File: src/rtl/brkpt_ctl.sv
module brkpt_ctl #(
  parameter int          AW       = 16,
  parameter int          DW       = 8,
  parameter logic [15:0] VEC_NORM = 16'hFFFC,
  parameter logic [15:0] VEC_MON  = 16'hFEFC
) (
  input  logic          clk,
  input  logic          rst_n,
  input  logic [AW-1:0] bus_addr,
  input  logic          cpu_valid,
  input  logic          dma_valid,
  input  logic          insn_end,
  input  logic          monitor_mode,
  input  logic          stop_mode,
  input  logic          wait_mode,
  input  logic          reg_wr,
  input  logic          reg_from_dma,
  input  logic [1:0]    reg_sel,
  input  logic [DW-1:0] reg_wdata,
  output logic [DW-1:0] reg_rdata,
  output logic          brk_req,
  output logic [AW-1:0] brk_vector,
  output logic          wake_req
);
  localparam int HW = AW / 2;

  logic [HW-1:0] hi_q, lo_q;
  logic en_q, act_q, pend_q, flag_q;

  wire wr_hi   = reg_wr && reg_sel == 2'd0;
  wire wr_lo   = reg_wr && reg_sel == 2'd1;
  wire wr_ctrl = reg_wr && reg_sel == 2'd2;
  wire wr_flag = reg_wr && reg_sel == 2'd3;

  wire hi_eq = bus_addr[AW-1:HW] == hi_q;
  wire lo_eq = bus_addr[HW-1:0]  == lo_q;
  wire hit   = hi_eq && lo_eq && (cpu_valid || dma_valid) && en_q && !wr_ctrl;
  wire force_brk = wr_ctrl && reg_wdata[6];
  wire arm   = (hit || force_brk) && !pend_q;
  wire flag_set = (arm && stop_mode) ||
                  (wait_mode && ((hit && dma_valid) || (wr_ctrl && reg_from_dma)));

  assign wake_req = pend_q && stop_mode;

  always_ff @(posedge clk or negedge rst_n) begin
    if (!rst_n) begin
      hi_q <= '0;
      lo_q <= '0;
    end else begin
      if (wr_hi) hi_q <= reg_wdata[HW-1:0];
      if (wr_lo) lo_q <= reg_wdata[HW-1:0];
    end
  end

  always_ff @(posedge clk or negedge rst_n) begin
    if (!rst_n) begin
      en_q  <= 1'b0;
      act_q <= 1'b0;
    end else if (wr_ctrl) begin
      en_q  <= reg_wdata[7];
      act_q <= reg_wdata[6];
    end else if (hit) begin
      act_q <= 1'b1;
    end
  end

  always_ff @(posedge clk or negedge rst_n) begin
    if (!rst_n) begin
      pend_q     <= 1'b0;
      brk_req    <= 1'b0;
      brk_vector <= '0;
    end else begin
      pend_q     <= pend_q ? !insn_end : arm;
      brk_req    <= pend_q && insn_end;
      brk_vector <= (pend_q && insn_end) ? (monitor_mode ? VEC_MON : VEC_NORM) : '0;
    end
  end

  always_ff @(posedge clk or negedge rst_n) begin
    if (!rst_n)                        flag_q <= 1'b0;
    else if (flag_set)                 flag_q <= 1'b1;
    else if (wr_flag && !reg_wdata[0]) flag_q <= 1'b0;
  end

  always_comb begin
    reg_rdata = '0;
    case (reg_sel)
      2'd0:    reg_rdata[HW-1:0] = hi_q;
      2'd1:    reg_rdata[HW-1:0] = lo_q;
      2'd2:    reg_rdata[7:6]    = {en_q, act_q};
      default: reg_rdata[0]      = flag_q;
    endcase
  end

  AST_SINGLE_PULSE: assert property (@(posedge clk) disable iff (!rst_n)
    brk_req |=> !brk_req);
  AST_VECTOR_PAIR: assert property (@(posedge clk) disable iff (!rst_n)
    brk_req |-> (brk_vector == VEC_NORM || brk_vector == VEC_MON));
  AST_IDLE_VECTOR: assert property (@(posedge clk) disable iff (!rst_n)
    !brk_req |-> brk_vector == '0);
  AST_HIT_SETS_ACTIVE: assert property (@(posedge clk) disable iff (!rst_n)
    hit |=> reg_sel != 2'd2 || reg_rdata[6]);
  AST_DISABLED_QUIET: assert property (@(posedge clk) disable iff (!rst_n)
    (!en_q && !force_brk) |=> !$rose(pend_q));
  AST_CTRL_WRITE_WINS: assert property (@(posedge clk) disable iff (!rst_n)
    (wr_ctrl && !reg_wdata[6]) |=> !act_q);
  AST_FLAG_STICKY: assert property (@(posedge clk) disable iff (!rst_n)
    (flag_q && !(wr_flag && !reg_wdata[0])) |=> flag_q);
endmodule

File: config.mk
export PLATFORM = sky130hd
export DESIGN_NAME = brkpt_ctl
export DESIGN_NICKNAME = d
export VERILOG_FILES = /design/src/rtl/brkpt_ctl.sv
export SDC_FILE = /design/constraint.sdc
export NUM_CORES = 1
export LEC_CHECK = 0
export CAP_MARGIN = 20
export CORE_AREA = 5 5 70 59
export CTS_CLUSTER_SIZE = 20
export DETAILED_ROUTE_END_ITERATION = 10
export DIE_AREA = 0 0 75 64
export PLACE_DENSITY = 0.88
export SETUP_SLACK_MARGIN = 0.05
export SYNTH_ARGS = -nofsm -noshare
export SYNTH_HDL_FRONTEND = slang
export SYNTH_SLANG_ARGS = --single-unit
File: constraint.sdc
create_clock -name clk -period 1.8 [get_ports clk]
set_input_delay 0.54 -clock clk [delete_from_list [all_inputs] [get_ports clk]]
set_output_delay 0.54 -clock clk [all_outputs]
set_load 0.005 [all_outputs]
==> reports/results.tsv <==
metric	value	unit
Synth top cells by count	dfrtp_1 (22), mux2_2 (17), xnor2_1 (16), buf_4 (15), nor2_1 (8)	
routed wire length	3874	um
Final nets	228	
Buffers on Ports	59	
number of detailed-route iterations in the first pass	4	
critical path class	in -> out	
worst skew pair latency	0.27	ns
ANT cells	0	
Startpoint Class	primary input	
Finished Layout Cells	233	
leak pwr	1.005	nW
ys async rst share	1.000	
share of cells above drive strength 1	0.3403	
initial core utilization	0.3975	
detailed placement HPWL	2896	um
# DRC	0	
largest net degree at the start of global routing	23	
number of clock sinks	22	
Die W	75	um
total CTS buffers	3	
Post-Synth XOR/XNOR Area	0.1052	
endpoints failing setup	0	
placed cells	220	
Top FF cell, synth	dfrtp_1	
final worst path period share	0.9923	
crit path max fanout	3	
die height	64	um
routed length per instance	16.63	um
critical path required time	1.26	ns
antenna violations before repair	0	
number of max-cap violations	0	
largest family of logic cells by synthesized area	multiplexers	
clock skew	0.005305	ns
initial drt markers	53	
EDFF count, synth	0	
total congestion overflow	0	
core footprint	3352	um2
Clock Tree Buf Depth	2	
Yosys cell types	29	
Yosys reg bits	22	
ANT nets after route	0	
hold slack	0.5461	ns
Synth Warn #	0	
Vias	1152	
Synth Area in Adders	0	
worst hold path class	reg -> reg	
max-slew violation count	0	
Synth-to-Final Area Change	57.75	%
setup TNS	0	ns
hold_buf cts	0	
clock root cell	clkbuf_8	
Avg Synthesized Cell Area	10.83	um2
I/O pin count	62	
multiplexer share of the synthesized area	0.1962	
clock slew seen by the registers of the worst setup and hold paths	0.08	ns
total power	0.001608	W
Total Routing Usage GR	0.1555	
post-DR vias/cell	4.944	
fmax	559.8	MHz
sequential fraction of the synthesis area	0.4131	
top-count cell post-synth	dfrtp_1	
first-pass GRT wire length	5678	um
Synth area leaders	dfrtp_1 (41%), mux2_2 (14%), xnor2_1 (11%), buf_4 (8.5%), mux2i_1 (5.3%)	
RD Place Congestion	0.8853	
crit path DAT	1.25	ns
die area	4800	um2
Max VDD drop	0.4720	mV
H-tree depth	1	
RSZ-0062 raised after global routing	true	
Pwr per Cell Area	764.8	nW/um2
final number of hold-violating endpoints	0	
status	finished, final reports clean	
post-layout minimum cycle time	1.786	ns
Post-Synth Simple-Gate Area	0.1268	
top cell type's share of synthesized area	0.4131	
vias in the first global route	1163	
CTS tree	done	
row count	19	
Synth area leader	dfrtp_1	
cells after synthesis	123	
Synth Area in Compound Gates	0.05728	
Synth Cell Area	1333	um2
CP Capture Type	primary output	
## worst max-delay path: stages
cell and delay [ns]:
buf_6 0.10, mux2_4 0.28, a22o_1 0.20, buf_2 0.12
## flip-flops by register name, indices dropped and copies added, names as in the netlist
signal      flops
brk_vector      2
pend_q          1
hi_q            8
lo_q            8
flag_q          1
en_q            1
act_q           1
## metrics by stage
| step | setup slack (ns) | utilization | area, um2 |
|---|---|---|---|
| finish | 0.01378 | 0.6271 | 2102 |
| global route | -0.04367 | 0.6271 | 2102 |
| CTS | 0.005918 | 0.6110 | 2048 |
| detailed placement | -0.7921 | 0.5816 | 1949 |
| global placement | -0.7847 | 0.5816 | 1949 |
| floorplan | 0.1292 | - | 1336 |
## final timing paths
| kind | start | to | slack, ns | cells after the start |
|---|---|---|---|---|
| min in group asynchronous | rst_n | en_q | 0.62 | 2 |
| max | reg_sel[1] | reg_rdata[0] | 0.01 | 4 |
| min | en_q | en_q | 0.55 | 2 |
| max reg2reg | lo_q[0] | act_q | 0.11 | 7 |
| min reg2reg | en_q | en_q | 0.55 | 2 |
| max in group asynchronous | rst_n | brk_vector[14] | 0.94 | 2 |
## where the power goes
| group | total [W] | internal, W | leakage [nW] | switching, W |
|---|---|---|---|---|
| sequential | 0.000658 | 0.000577 | 0.264 | 0.0000810 |
| clock | 0.000466 | 0.000297 | 0.0357 | 0.000169 |
| combinational | 0.000483 | 0.000306 | 0.705 | 0.000177 |
| total | 0.00161 | 0.00118 | 1.00 | 0.000427 |
## cell type report
cell class              instances  area [um2]
clock inverters                 1       30.03
fillers                       268        1250
flip-flops and latches         22       551.8
repair buffers                 81       708.2
well taps                      42       52.55
clock buffers                   3       41.29
multi-input cells              83       714.4
inverters                       1       3.754
## cell usage in the layout (no fill, tap or decap), drive strengths merged, types with 2 or more instances in the layout
cell           instances
clkbuf                 4
mux2i                  7
conb                   2
nand4                  4
nor2b                  3
dlygate4sd2           28
a21oi                  3
nand2                  5
xnor2                 16
nor3b                  2
and2                   2
dfrtp                 22
nand3b                 2
buf                   30
nor2                   8
clkdlybuf4s15          4
clkdlybuf4s50         18
mux2                  17
o21ai                  2
## per-layer routing
metal | wire [um] | track usage
met5 | 0 | 0
met4 | 137 | 0.07778
met3 | 250 | 0.04545
met2 | 2015 | 0.2533
met1 | 1471 | 0.1839
## kinds of logic after synthesis
kind of cell | after synthesis
AND/OR/NAND/NOR | 30
multiplexers | 24
flip-flops | 22
buffers and inverters | 19
XOR/XNOR | 16
AO/OA/AOI/OAI | 11
other | 1
## timing repair
item / 4_1_cts / 5_1_grt
endpoints found under the setup margin: 26 / 6
pin swaps: 20 / 9
resized for setup: 85 / 10
gates cloned: 0 / 0
buffers inserted: 7 / 2
Note: power is estimated with default switching activity, not from simulation.
